$ cat src/rtl/tdm_pkg.sv
package tdm_pkg;
   function automatic int frame_bits(input int channels, input int slot_w);
      return 1 + channels * slot_w;
   endfunction

   function automatic int idx_w(input int count);
      return (count > 1) ? $clog2(count) : 1;
   endfunction
endpackage

$ cat src/rtl/tdm_frame_tx.sv
module tdm_frame_tx #(
   parameter int CHANNELS = 24,
   parameter int SLOT_W   = 8
) (
   input  logic                       clk,
   input  logic                       rst_n,
   input  logic                       bit_en,
   input  logic [CHANNELS*SLOT_W-1:0] in_bytes,
   output logic                       line_out,
   output logic                       mark_out
);
   localparam int CW = tdm_pkg::idx_w(CHANNELS);
   localparam int BW = tdm_pkg::idx_w(SLOT_W);
   localparam logic [CW-1:0] CH_LAST  = CW'(CHANNELS - 1);
   localparam logic [BW-1:0] BIT_LAST = BW'(SLOT_W - 1);

   logic              in_mark;
   logic              par;
   logic [CW-1:0]     ch;
   logic [BW-1:0]     bitp;
   logic [SLOT_W-1:0] hold [CHANNELS];
   logic              last_payload;

   assign last_payload = !in_mark && (ch == CH_LAST) && (bitp == BIT_LAST);

   always_ff @(posedge clk) begin
      if (!rst_n) begin
         in_mark <= 1'b1;
         par     <= 1'b0;
         ch      <= '0;
         bitp    <= '0;
      end else if (bit_en) begin
         if (in_mark) begin
            in_mark <= 1'b0;
            ch      <= '0;
            bitp    <= '0;
         end else if (bitp == BIT_LAST) begin
            bitp <= '0;
            if (ch == CH_LAST) begin
               in_mark <= 1'b1;
               par     <= ~par;
               ch      <= '0;
            end else begin
               ch <= ch + 1'b1;
            end
         end else begin
            bitp <= bitp + 1'b1;
         end
      end
   end

   for (genvar g = 0; g < CHANNELS; g++) begin : g_hold
      always_ff @(posedge clk) begin
         if (!rst_n)
            hold[g] <= '0;
         else if (bit_en && last_payload)
            hold[g] <= in_bytes[g*SLOT_W +: SLOT_W];
      end
   end

   assign line_out = in_mark ? par : hold[ch][BIT_LAST - bitp];
   assign mark_out = in_mark;

   // marker value changes every time a new frame begins
   a_r3_marker_alternates: assert property (@(posedge clk) disable iff (!rst_n)
      $rose(in_mark) |-> (par != $past(par)));

   // marker lasts one enabled bit only
   a_r2_marker_single_bit: assert property (@(posedge clk) disable iff (!rst_n)
      (in_mark && bit_en) |=> !in_mark);

   // no state movement without enable
   a_r6_hold_without_enable: assert property (@(posedge clk) disable iff (!rst_n)
      !bit_en |=> ($stable(ch) && $stable(bitp) && $stable(in_mark)));
endmodule

$ cat src/rtl/tdm_frame_rx.sv
module tdm_frame_rx #(
   parameter int CHANNELS = 24,
   parameter int SLOT_W   = 8
) (
   input  logic                                clk,
   input  logic                                rst_n,
   input  logic                                bit_en,
   input  logic                                line_in,
   input  logic                                mark_in,
   output logic                                valid,
   output logic [$clog2(CHANNELS+1)-1:0]       addr,
   output logic [SLOT_W-1:0]                   data,
   output logic                                err
);
   localparam int CW  = tdm_pkg::idx_w(CHANNELS);
   localparam int BW  = tdm_pkg::idx_w(SLOT_W);
   localparam int AW  = $clog2(CHANNELS+1);
   localparam int SRW = SLOT_W - 1;
   localparam logic [CW-1:0] CH_LAST  = CW'(CHANNELS - 1);
   localparam logic [BW-1:0] BIT_LAST = BW'(SLOT_W - 1);

   logic           armed;
   logic           exp_par;
   logic [CW-1:0]  ch;
   logic [BW-1:0]  bitp;
   logic [SRW-1:0] sr;

   always_ff @(posedge clk) begin
      if (!rst_n) begin
         armed   <= 1'b0;
         exp_par <= 1'b0;
         ch      <= '0;
         bitp    <= '0;
         sr      <= '0;
         valid   <= 1'b0;
         err     <= 1'b0;
         addr    <= '0;
         data    <= '0;
      end else begin
         valid <= 1'b0;
         err   <= 1'b0;
         if (bit_en) begin
            if (mark_in) begin
               err     <= (line_in != exp_par);
               exp_par <= ~exp_par;
               armed   <= 1'b1;
               ch      <= '0;
               bitp    <= '0;
            end else if (armed) begin
               sr <= SRW'({sr, line_in});
               if (bitp == BIT_LAST) begin
                  valid <= 1'b1;
                  data  <= {sr, line_in};
                  addr  <= AW'(ch) + AW'(1);
                  bitp  <= '0;
                  if (ch == CH_LAST) armed <= 1'b0;
                  else               ch    <= ch + 1'b1;
               end else begin
                  bitp <= bitp + 1'b1;
               end
            end
         end
      end
   end

   // strobe is a single clock wide
   a_r7_valid_one_cycle: assert property (@(posedge clk) disable iff (!rst_n)
      valid |=> !valid);

   // address stays within the slot numbering
   a_r7_addr_in_range: assert property (@(posedge clk) disable iff (!rst_n)
      valid |-> (addr >= AW'(1) && addr <= AW'(CHANNELS)));

   // an error only follows an enabled marker bit
   a_r8_err_after_marker: assert property (@(posedge clk) disable iff (!rst_n)
      err |-> $past(mark_in && bit_en));

   // no delivery without enable on the previous edge
   a_r6_valid_needs_enable: assert property (@(posedge clk) disable iff (!rst_n)
      valid |-> $past(bit_en));
endmodule

$ cat src/rtl/tdm_frame_mux.sv
module tdm_frame_mux #(
   parameter int CHANNELS = 24,
   parameter int SLOT_W   = 8
) (
   input  logic                          clk,
   input  logic                          rst_n,
   input  logic                          bit_en,
   input  logic [CHANNELS*SLOT_W-1:0]    tx_bytes,
   output logic                          line_out,
   output logic                          tx_mark,
   input  logic                          line_in,
   input  logic                          rx_mark,
   output logic                          rx_valid,
   output logic [$clog2(CHANNELS+1)-1:0] rx_addr,
   output logic [SLOT_W-1:0]             rx_byte,
   output logic                          rx_err
);
   localparam int FRAME = tdm_pkg::frame_bits(CHANNELS, SLOT_W);

   if (CHANNELS < 2) begin : g_bad_ch
      $error("tdm_frame_mux: CHANNELS must be at least 2");
   end
   if (SLOT_W < 2) begin : g_bad_w
      $error("tdm_frame_mux: SLOT_W must be at least 2");
   end
   if (FRAME < 5) begin : g_bad_frame
      $error("tdm_frame_mux: frame too short");
   end

   tdm_frame_tx #(.CHANNELS(CHANNELS), .SLOT_W(SLOT_W)) u_tx (
      .clk      (clk),
      .rst_n    (rst_n),
      .bit_en   (bit_en),
      .in_bytes (tx_bytes),
      .line_out (line_out),
      .mark_out (tx_mark)
   );

   tdm_frame_rx #(.CHANNELS(CHANNELS), .SLOT_W(SLOT_W)) u_rx (
      .clk     (clk),
      .rst_n   (rst_n),
      .bit_en  (bit_en),
      .line_in (line_in),
      .mark_in (rx_mark),
      .valid   (rx_valid),
      .addr    (rx_addr),
      .data    (rx_byte),
      .err     (rx_err)
   );
endmodule

$ cat config.mk
export PLATFORM = sky130hd
export DESIGN_NAME = tdm_frame_mux
export DESIGN_NICKNAME = d
export VERILOG_FILES = /design/src/rtl/tdm_pkg.sv /design/src/rtl/tdm_frame_tx.sv /design/src/rtl/tdm_frame_rx.sv /design/src/rtl/tdm_frame_mux.sv
export SDC_FILE = /design/constraint.sdc
export NUM_CORES = 1
export LEC_CHECK = 0
export BUFFER_PORTS_ARGS = -buffer_cell sky130_fd_sc_hd__buf_2
export CORE_UTILIZATION = 50
export DETAILED_ROUTE_END_ITERATION = 6
export PLACE_DENSITY = 0.76
export SYNTH_ARGS = -nofsm -noshare
export SYNTH_HDL_FRONTEND = slang
export SYNTH_SLANG_ARGS = --single-unit
$ cat constraint.sdc
create_clock -name clk -period 17.43 [get_ports clk]
set_input_delay 1.743 -clock clk [delete_from_list [all_inputs] [get_ports clk]]
set_output_delay 1.743 -clock clk [all_outputs]
set_load 0.005 [all_outputs]
# After elaboration in Yosys (flattened, before gate mapping)
# Memory sizes are Yosys's and may differ from the RTL's. A register that Yosys moved wholly into a read port is not among the register bits.
# Cells that the tools add are included.
[totals]
ff_bits = 42
latchBits = 0
mem_bits_ro = 0
inputBits = 197
mem_bits_rw = 192
out_inout_bits = 17
mem_count = 1
[memory_table]
columns = ["name", "depth", "width", "rd", "rd_ports_with_merged_regs", "wr", "line_no", "rtl"]
rows = [
  ["u_tx.hold", 24, 8, 1, 1, 24, "tdm_frame_tx.sv:21", "logic [SLOT_W-1:0] hold [CHANNELS];"],
]
[classes]
add_sub_neg = 5
mux = 53
eq_ne = 6
n_div = 0
mul = 0
n_reduce_logical = 16
n_shift = 0
n_lt_le_gt_ge = 1
n_bitwise = 31
[op_table]
columns = ["operator", "count"]
rows = [
  ["$mux 8", 24],
  ["$mux 5", 9],
  ["$or 1x1->1", 24],
  ["$mux 3", 5],
  ["$mux 1", 14],
  ["$reduce_and 4->1", 3],
  ["$add 5x1->5 const B", 2],
  ["$eq 5x5->1 const B", 2],
  ["$not 1->1", 7],
  ["$add 3x1->3 const B", 2],
  ["$eq 3x3->1 const B", 2],
  ["$reduce_and 2->1", 3],
  ["$reduce_and 3->1", 2],
  ["$reduce_bool 2->1", 3],
  ["$lt 3x4->1 const B", 1],
  ["$reduce_or 4->1", 1],
  ["$bmux 1 s3", 1],
  ["$logic_and 1x1->1", 3],
  ["$sub 3x3->3 const A", 1],
  ["$ne 2x2->1 const B", 1],
  ["$logic_not 1->1", 1],
  ["$ne 1x1->1", 1],
]

# Logic depth before layout (Yosys ltp)
# Gate-level depths: netlist of the first run.
[logic_depth]
depth_word = 8
depth_mapped = 10

# Cells and area by module
# Synthesis of the first run repeated with hierarchy kept, for this count alone.
[unflattened]
cells_unflattened = 763
hier_area_um2 = 10712.8
[modules_own_cells]
columns = ["mod", "instances", "area_per_inst_um2", "cells_per_inst"]
rows = [
  ["tdm_frame_tx", 1, 9377.7, 615],
  ["tdm_frame_rx", 1, 1335.0, 148],
]

# Worst setup path after synthesis of the first run
# OpenSTA, ideal clock, no wires.
[synth_path]
kind = "input port to flip-flop"
startpoint = "input port bit_en"
endpoint = "register u_tx.in_mark (netlist: u_tx.mark_out)"
path_buffers = 0
stages = 4
arrival_time_ns = 16.529
path_slack_ns = 0.736
required_time_ns = 17.265
path_cell_list = "nor2b_1 nand2_1 o21ai_0 o21bai_1"
[synth_lines]
columns = ["item", "line_no", "rtl"]
rows = [
  ["start, declared", "tdm_frame_mux.sv:7", "input logic bit_en,"],
  ["end signal, assigned", "tdm_frame_tx.sv:28", "in_mark <= 1'b1;"],
  ["end signal, assigned", "tdm_frame_tx.sv:34", "in_mark <= 1'b0;"],
  ["end signal, assigned", "tdm_frame_tx.sv:40", "in_mark <= 1'b1;"],
  ["end, declared", "tdm_frame_tx.sv:17", "logic in_mark;"],
]

==> results of run 1 <==
-- flip-flops by register name, summed over array words and instances (netlist names), 3 cells and up, named ones only --
register and cells:
u_rx.addr 5, u_rx.sr 7, u_rx.ch 5, u_tx.hold 192
u_rx.bitp 3, u_rx.data 8, u_tx.ch 5, u_tx.bitp 3
-- layout make-up --
cell class | count | share of cell area (%)
diodes | 1 | 0.0196
clock buffers | 28 | 4.98
clock inverters | 16 | 0.851
inverters | 3 | 0.0880
multi-input cells | 499 | 30.2
flip-flops and latches | 239 | 52.5
well taps | 275 | 2.69
repair buffers | 220 | 8.74
-- through the flow --
step	hold slack (ns)	std cells	total power [W]	cell area, um^2
finish	0.459	1281	0.00118	12800
global route	0.483	1280	0.00122	12800
CTS	0.463	1280	0.00119	12800
detailed placement	0.454	1236	0.000713	12000
global placement	0.448	1236	0.000711	12000
floorplan	0.441	797	0.000691	10900
-- cell usage in the layout, fill, tap and decap left out, types with 17 or more instances in the layout --
cell type and instances:
buf_2 213, and2_1 198, edfxtp_1 192, nand2_1 49, dfxtp_1 45, mux2i_1 31
mux4_2 26, clkbuf_16 25, a21boi_0 19, nor2b_1 17
-- final timing paths --
| path | from | to | slack (ns) | depth (start not counted) |
|---|---|---|---|---|
| hold / removal | u_rx.data[0] | u_rx.data[0] | 0.46 | 2 |
| setup / recovery | register | line_out | 12.27 | 8 |
| hold reg to reg | u_rx.data[0] | u_rx.data[0] | 0.46 | 2 |
| setup reg to reg | u_tx.bitp[0] | u_tx.hold[10][2] | 13.91 | 6 |
-- cell families after synthesis --
logic type / Yosys count / synth area share, %
compound gates: 82 / 5.37
simple gates: 331 / 17.6
flops: 239 / 61.8
mux: 73 / 11.2
fa+ha+maj: 6 / 0.691
xor+xnor: 7 / 0.565
buf+inv: 59 / 2.85
-- power breakdown --
group / total (W) / switching (W) / internal [W]
clock network: 0.000481 / 0.000205 / 0.000276
registers: 0.000647 / 0.00000905 / 0.000638
logic: 0.0000531 / 0.0000249 / 0.0000282
-- layer usage --
layer	vias to the layer above	wire length (um)	GRT usage [%]
li1	3304	-	-
met1	3155	9460	26.3
met2	236	10700	33.0
met3	40	1290	3.61
met4	0	512	5.82
met5	-	0	0
-- worst register-to-register path, cell delays in order, from the launching register on --
cell	delay, ns
dfxtp_1	0.73
ha_1	0.26
ha_1	0.21
nand2_1	0.12
o21ai_4	0.15
buf_4	0.65
buf_4	0.96
==> flow_metrics.py, run 1 <==
metrics = {
    "logic_synthesis": {
        "asyncSetResetFlopFracSynth_pct": 0,
        "yosysMostFrequentCell": "and2_1",
        "synth_seq_area_share_pct": 61.8,
        "synth.cell_area_um2": 10900,
        "synth_enable_flop_cells": 192,
        "yosys-top-cells-count": "and2_1 (198), edfxtp_1 (192), nand2_1 (49)",
        "ys_seq_elements": 239,
        "dominantRegCellSynth": "edfxtp_1",
        "synth_fp_nets": 1000,
        "synthTopCellsByArea": "edfxtp_1 (53%), and2_1 (11%), dfxtp_1 (8.7%), mux4_2 (5.4%), mux2i_1 (2.9%)",
        "synth_top_area_share_pct": 53.1,
        "synth.avg_cell_area_um2": 13.6,
        "yosys.area.top_type": "edfxtp_1",
        "yosys.cell_types.count": 55,
        "ys_warn_count": 0,
        "post_synth_inst_count": 797,
    },
    "run": {
        "drv.max_cap_violation_count": 0,
    },
    "grt": {
        "grt_start_max_net_pins": 119,
        "antenna_found_initial": 0,
        "gr-total-overflow": 0,
        "globalRouteTotalUtil_pct": 19.8,
        "wire_length_of_the_first_global_routing_pass_um": 33700,
        "grt_pass1_vias": 6520,
    },
    "clocking": {
        "cts_hold_buffers": 0,
        "resized_after_cts": 0,
        "cts_tree": "built",
        "path_clk_slew_ns": 0.06,
        "cts.htree.levels": 1,
        "clk_latency_ns": 0.51,
        "clock_sink_count": 239,
        "root_buffer_selected_by_cts": "clkbuf_16",
        "numCtsBuffers": 24,
        "clockBufferDepth": 3,
        "cts_setup_buffers": 0,
    },
    "sta": {
        "final_period_minus_worst_setup_slack_ns": 5.16,
        "worst_slack_ns": 12.27,
        "report.final.hold_viol_count": 0,
        "rsz0062_at_grt": "false",
        "maxSlewHeadroom_pct": 29.6,
        "timing.setup.tns_ns": 0,
        "timing_worst_slew_pin_value_ns": 1.06,
        "setup-violations-final": 0,
        "slew_viol_final": 0,
        "period_share_pct": 29.6,
        "clock-skew-final_ns": 0.00983,
        "timing.fmax_mhz": 194,
    },
    "setup_path": {
        "critical_path.cell_chain": "buf_4 > mux4_1 > nor2b_1 > a2111oi_0 > or4_1 > a311oi_1 > a221o_1 > buf_2",
        "worst-setup-path-type": "reg2out",
        "critical-path-max-stage-delay_ns": 0.64,
        "critical_path_arrival_ns": 3.42,
        "worst_setup_path_start_kind": "register",
        "worstPathRequired_ns": 15.69,
        "crit_end_element": "primary output",
        "critical_path.top_delay_family": "compound AO/OA/AOI/OAI gates",
        "critical_path.n_buffers_inverters": 2,
        "path_max_fanout": 49,
        "critPathSlowestCell": "mux4_1",
    },
    "power": {
        "p_per_area_nw_per_um2": 92.4,
        "vdd.ir_drop.worst_v": 0.0000641,
        "leakage_nw": 4.77,
    },
    "placed_design": {
        "dp_hpwl_um": 15500,
        "port_buffers": 213,
        "preCtsSetupSlack_ns": 12.76,
        "place.gp.congestion": 0.828,
    },
    "cells_and_area": {
        "final_util_pct": 60.5,
        "drive_above_1_share_pct": 29.6,
        "multi_input_comb_area_um2": 3860,
        "final_nets": 1190,
        "fillers": 1633,
        "sequential_cell_area_um2": 6710,
        "synthToLayoutAreaGrowth_pct": 17.8,
    },
    "detailed_routing": {
        "routedWlPerCell_um": 17.1,
        "ant_nets": 0,
        "dr.pass1.iters": 5,
        "detailroute.via_count": 6735,
        "detail_route.vias_per_cell": 5.26,
        "drtIter0Drc": 380,
        "drt-total-wl_um": 22000,
        "dr_drc_count": 0,
    },
    "die": {
        "die_area_um2": 22300,
        "placeable_area_um2": 21200,
        "io_pins": 214,
        "placement_rows": 53,
        "fp.dieW_um": 149,
        "start_util_pct": 51.3,
        "die_height_um": 149,
    },
    "outcome": {
        "status": "completed",
    },
    "min_path": {
        "class_of_the_worst_hold_path": "reg2reg",
    },
}
Power figures use the tool's default switching activity.
==> run 2, diff against run 1 <==
- PLACE_DENSITY: 0.76 -> 0.73
- clock period: 17.43 -> 5.4 ns (I/O delays scaled with it)
==> flow_metrics.py, run 2 (synthesis results as in run 1) <==
metrics = {
    "setup_path": {
        "worstReg2RegEnd": "u_tx.hold[0][1]",
        "worst_setup_path_start_kind": "register",
        "rr_startpoint": "u_tx.bitp[0]",
        "cell_depth_of_the_worst_flop_to_flop_path": 6,
        "regToRegSetupSlack_ns": 2.29,
        "worstPathRequired_ns": 4.86,
        "critical_path_arrival_ns": 3.49,
        "crit_end_element": "primary output",
        "worst-setup-path-type": "reg2out",
        "path_max_fanout": 32,
    },
    "placed_design": {
        "place.gp.congestion": 0.787,
        "port_buffers": 213,
        "dpl_cell_area_um2": 12100,
        "dp_hpwl_um": 15900,
        "preCtsSetupSlack_ns": 1.86,
    },
    "power": {
        "vdd.ir_drop.worst_v": 0.000234,
        "leakage_nw": 4.77,
        "p_per_area_nw_per_um2": 298,
    },
    "outcome": {
        "status": "completed",
    },
    "die": {
        "io_pins": 214,
        "placement_rows": 53,
        "placeable_area_um2": 21200,
        "die_height_um": 149,
        "start_util_pct": 51.3,
        "die_area_um2": 22300,
        "fp.dieW_um": 149,
    },
    "sta": {
        "clock-skew-final_ns": 0.0115,
        "worst_slack_ns": 1.37,
        "timing.setup.tns_ns": 0,
        "timing_worst_slew_pin_value_ns": 1.11,
        "report.final.hold_viol_count": 0,
        "slew_viol_final": 0,
        "setup-violations-final": 0,
        "rsz0062_at_grt": "false",
        "final_period_minus_worst_setup_slack_ns": 4.03,
        "period_share_pct": 74.6,
        "timing.fmax_mhz": 248,
        "maxSlewHeadroom_pct": 26.1,
    },
    "detailed_routing": {
        "routedWlPerCell_um": 17.6,
        "dr_drc_count": 0,
        "dr.pass1.iters": 5,
        "detail_route.vias_per_cell": 5.29,
        "detailroute.via_count": 6768,
        "ant_nets": 0,
        "drtIter0Drc": 391,
        "drt-total-wl_um": 22500,
    },
    "grt": {
        "wire_length_of_the_first_global_routing_pass_um": 34200,
        "antenna_found_initial": 0,
        "gr-total-overflow": 0,
        "globalRouteTotalUtil_pct": 20.4,
        "grt_pass1_vias": 6442,
        "grt_start_max_net_pins": 102,
    },
    "clocking": {
        "cts_setup_buffers": 0,
        "clockBufferDepth": 3,
        "clock_sink_count": 239,
        "cts_hold_buffers": 0,
        "root_buffer_selected_by_cts": "clkbuf_16",
        "cts_tree": "built",
        "cts.htree.levels": 1,
        "clk_latency_ns": 0.52,
        "numCtsBuffers": 25,
        "resized_after_cts": 0,
        "path_clk_slew_ns": 0.06,
    },
    "cells_and_area": {
        "antenna_cells": 0,
        "synthToLayoutAreaGrowth_pct": 17.8,
        "design_area_um2": 12800,
        "reg_top3": "u_tx.hold (192), u_rx.data (8), u_rx.sr (7)",
        "final_util_pct": 60.5,
        "fillers": 1687,
        "layout_common_cells": "buf_2 (213), and2_1 (198), edfxtp_1 (192)",
        "final_nets": 1191,
        "largest_reg_flops": 192,
        "most_flops_register": "u_tx.hold",
        "drive_above_1_share_pct": 29.1,
        "final_common_cell": "buf_2",
    },
    "run": {
        "drv.max_cap_violation_count": 0,
    },
    "min_path": {
        "hold_start": "tx_bytes[52]",
        "class_of_the_worst_hold_path": "in2reg",
        "min_path_cells": 2,
        "timing.hold.worst_endpoint": "u_tx.hold[6][4]",
    },
}
-- run 2: changes by cell type in the layout (fill, tap and decap cells not counted), sizes merged --
| cell | delta |
|---|---|
| clkbuf | +1 |
| clkinvlp | -4 |
| inv | +1 |
| diode | -1 |
| clkinv | +2 |
-- run 2: per-stage QoR --
step,instances,hold slack [ns],power [W]
after detailed placement,1236,0.461,0.00231
after global routing,1280,0.289,0.00392
after CTS,1280,0.287,0.00384
after floorplan,797,0.441,0.00220
after global placement,1236,0.448,0.00230
final,1280,0.297,0.00382
-- run 2: critical path: stages (launching register included) --
cell	delay (ns)
dfxtp_2	0.89
buf_4	0.41
mux4_2	0.54
mux2i_1	0.21
nand4b_1	0.15
nand4_1	0.13
and4b_1	0.19
a221o_1	0.30
buf_2	0.14
-- run 2: area by class of cell --
| class | count | area, um^2 | share of cell area (%) |
|---|---|---|---|
| sequential | 239 | 6710 | 52.5 |
| multi-input combinational | 499 | 3860 | 30.2 |
| timing repair buffer | 220 | 1130 | 8.84 |
| clock buffer | 29 | 641 | 5.01 |
| tap | 275 | 344 | 2.69 |
| clock inverter | 15 | 91.3 | 0.714 |
| inverter | 3 | 11.3 | 0.0880 |
-- run 2: worst max path at each step --
stage	endpoint	slack [ns]	depth (start not counted)
floorplan	u_tx.hold[0][0]	0.92	3
global placement	line_out	1.93	8
detailed placement	line_out	1.86	8
CTS	line_out	1.32	8
global route	line_out	1.14	8
finish	line_out	1.37	8
-- run 2: per-layer routing --
layer | part of all wire (%) | track usage (%)
met3 | 5.8 | 3.12
met5 | 0 | 0
met4 | 2.7 | 6.22
met1 | 43 | 27.3
met2 | 49 | 34.3
-- run 2: where the power goes --
group,total (W),switching (W),internal [W]
logic,0.000175,0.0000829,0.0000922
registers,0.00209,0.0000313,0.00206
clock network,0.00155,0.000660,0.000889
total,0.00382,0.000774,0.00304
==> run 3, diff against run 2 <==
- clock period: 5.4 -> 4.1 ns (I/O delays scaled with it)
==> flow_metrics.py, run 3 (synthesis results as in run 1) <==
metrics = {
    "setup_path": {
        "critical_path_arrival_ns": 3.45,
        "worstPathRequired_ns": 3.69,
        "regToRegSetupSlack_ns": 1.34,
        "cell_depth_of_the_worst_flop_to_flop_path": 6,
        "path_max_fanout": 21,
        "crit_end_element": "primary output",
        "worstReg2RegEnd": "u_tx.hold[22][0]",
        "worst_setup_path_start_kind": "register",
        "rr_startpoint": "u_tx.bitp[0]",
        "worst-setup-path-type": "reg2out",
    },
    "placed_design": {
        "port_buffers": 213,
        "preCtsSetupSlack_ns": 0.841,
        "place.gp.congestion": 0.804,
        "post-place-cells": 1240,
        "dp_hpwl_um": 16100,
    },
    "clocking": {
        "numCtsBuffers": 25,
        "root_buffer_selected_by_cts": "clkbuf_16",
        "resized_after_cts": 0,
        "cts.htree.levels": 1,
        "clk_latency_ns": 0.52,
        "clockBufferDepth": 3,
        "path_clk_slew_ns": 0.06,
        "cts_setup_buffers": 0,
        "cts_tree": "built",
        "clock_sink_count": 239,
        "cts_hold_buffers": 0,
    },
    "min_path": {
        "class_of_the_worst_hold_path": "in2reg",
        "min_path_cells": 2,
        "hold_start": "tx_bytes[80]",
        "timing.hold.worst_endpoint": "u_tx.hold[10][0]",
    },
    "die": {
        "start_util_pct": 51.3,
        "die_height_um": 149,
        "fp.dieW_um": 149,
        "io_pins": 214,
        "placeable_area_um2": 21200,
        "die_area_um2": 22300,
        "placement_rows": 53,
    },
    "power": {
        "seq_power_share_pct": 52.9,
        "vdd.ir_drop.worst_v": 0.000279,
        "leakage_nw": 4.84,
        "netSwitchingPower_w": 0.00105,
        "power.combinational.fraction_pct": 4.4,
        "intPower_w": 0.00415,
        "power.share.clock_pct": 42.6,
        "p_per_area_nw_per_um2": 402,
        "sw_frac_of_total_pct": 20.1,
    },
    "detailed_routing": {
        "drtIter0Drc": 452,
        "dr_drc_count": 0,
        "dr.pass1.iters": 4,
        "detailroute.via_count": 6839,
        "routedWlPerCell_um": 17.7,
        "drt-total-wl_um": 22700,
        "detail_route.vias_per_cell": 5.32,
        "ant_nets": 0,
    },
    "grt": {
        "antenna_found_initial": 0,
        "wire_length_of_the_first_global_routing_pass_um": 34700,
        "globalRouteTotalUtil_pct": 20.6,
        "grt_start_max_net_pins": 124,
        "gr-total-overflow": 0,
        "grt_pass1_vias": 6624,
    },
    "cells_and_area": {
        "largest_reg_flops": 192,
        "final_nets": 1195,
        "final_common_cell": "buf_2",
        "synthToLayoutAreaGrowth_pct": 19.2,
        "reg_top3": "u_tx.hold (192), u_rx.data (8), u_rx.sr (7)",
        "final_util_pct": 61.2,
        "layout_common_cells": "buf_2 (213), and2_1 (198), edfxtp_1 (192)",
        "most_flops_register": "u_tx.hold",
        "antenna_cells": 0,
        "final_cells": 1285,
        "drive_above_1_share_pct": 30.6,
    },
    "sta": {
        "clock-skew-final_ns": 0.0184,
        "timing.setup.tns_ns": 0,
        "final_period_minus_worst_setup_slack_ns": 3.86,
        "rsz0062_at_grt": "false",
        "timing.fmax_mhz": 259,
        "worst_slack_ns": 0.240,
        "timing_worst_slew_pin_value_ns": 0.975,
        "period_share_pct": 94.1,
        "maxSlewHeadroom_pct": 34.9,
        "slew_viol_final": 0,
        "report.final.hold_viol_count": 0,
        "worst_hold_slack_ns": 0.168,
        "setup-violations-final": 0,
    },
    "run": {
        "drv.max_cap_violation_count": 0,
    },
    "outcome": {
        "status": "completed",
    },
}
[run 3: worst max-delay path by stage]
stage	cells past startpoint	to	slack [ns]	from
after floorplan	3	u_tx.hold[0][0]	-0.23	u_tx.ch[1]
after global placement	8	line_out	0.88	register
after detailed placement	8	line_out	0.84	register
after CTS	8	line_out	0.23	register
after global routing	8	line_out	0.01	register
final	8	line_out	0.24	register
[run 3: layout make-up]
cell class                      count  area [um^2]
Timing Repair Buffer              224         1170
Inverter                            3         11.3
Sequential cell                   239         6710
Clock buffer                       35          733
Fill cell                        1628         8220
Tap cell                          275          344
Clock inverter                     10         86.3
Multi-Input combinational cell    499         3880
[run 3: per-layer routing]
layer / global-route usage [%] / up-vias / routed length [um]
met5: 0 / - / 0
met4: 5.97 / 0 / 578
met3: 3.18 / 36 / 1400
met2: 34.3 / 240 / 11100
met1: 27.8 / 3247 / 9690
li1: - / 3316 / -
[run 3: power groups by stage]
stage / combinational (W) / clock [W] / sequential [W]
3_3_place_gp: 0.000231 / 0 / 0.00280
6_report: 0.000231 / 0.00221 / 0.00275
2_1_floorplan: 0.000109 / 0 / 0.00279
3_5_place_dp: 0.000233 / 0 / 0.00280
4_1_cts: 0.000234 / 0.00225 / 0.00275
5_1_grt: 0.000253 / 0.00233 / 0.00276
[run 3: critical path, cell delays in order, from the launching register on]
cell and delay, ns:
dfxtp_2 0.71, buf_4 0.31, mux4_1 0.56, o22ai_1 0.15, nor2_1 0.05, a2111oi_0 0.45
a311oi_1 0.13, a221o_1 0.43, buf_2 0.14
[run 3: metrics by stage]
stage          area, um^2  power (W)
6_report            12900    0.00520
4_1_cts             12900    0.00524
3_3_place_gp        12100    0.00303
3_5_place_dp        12100    0.00304
5_1_grt             12900    0.00535
2_1_floorplan       10900    0.00290
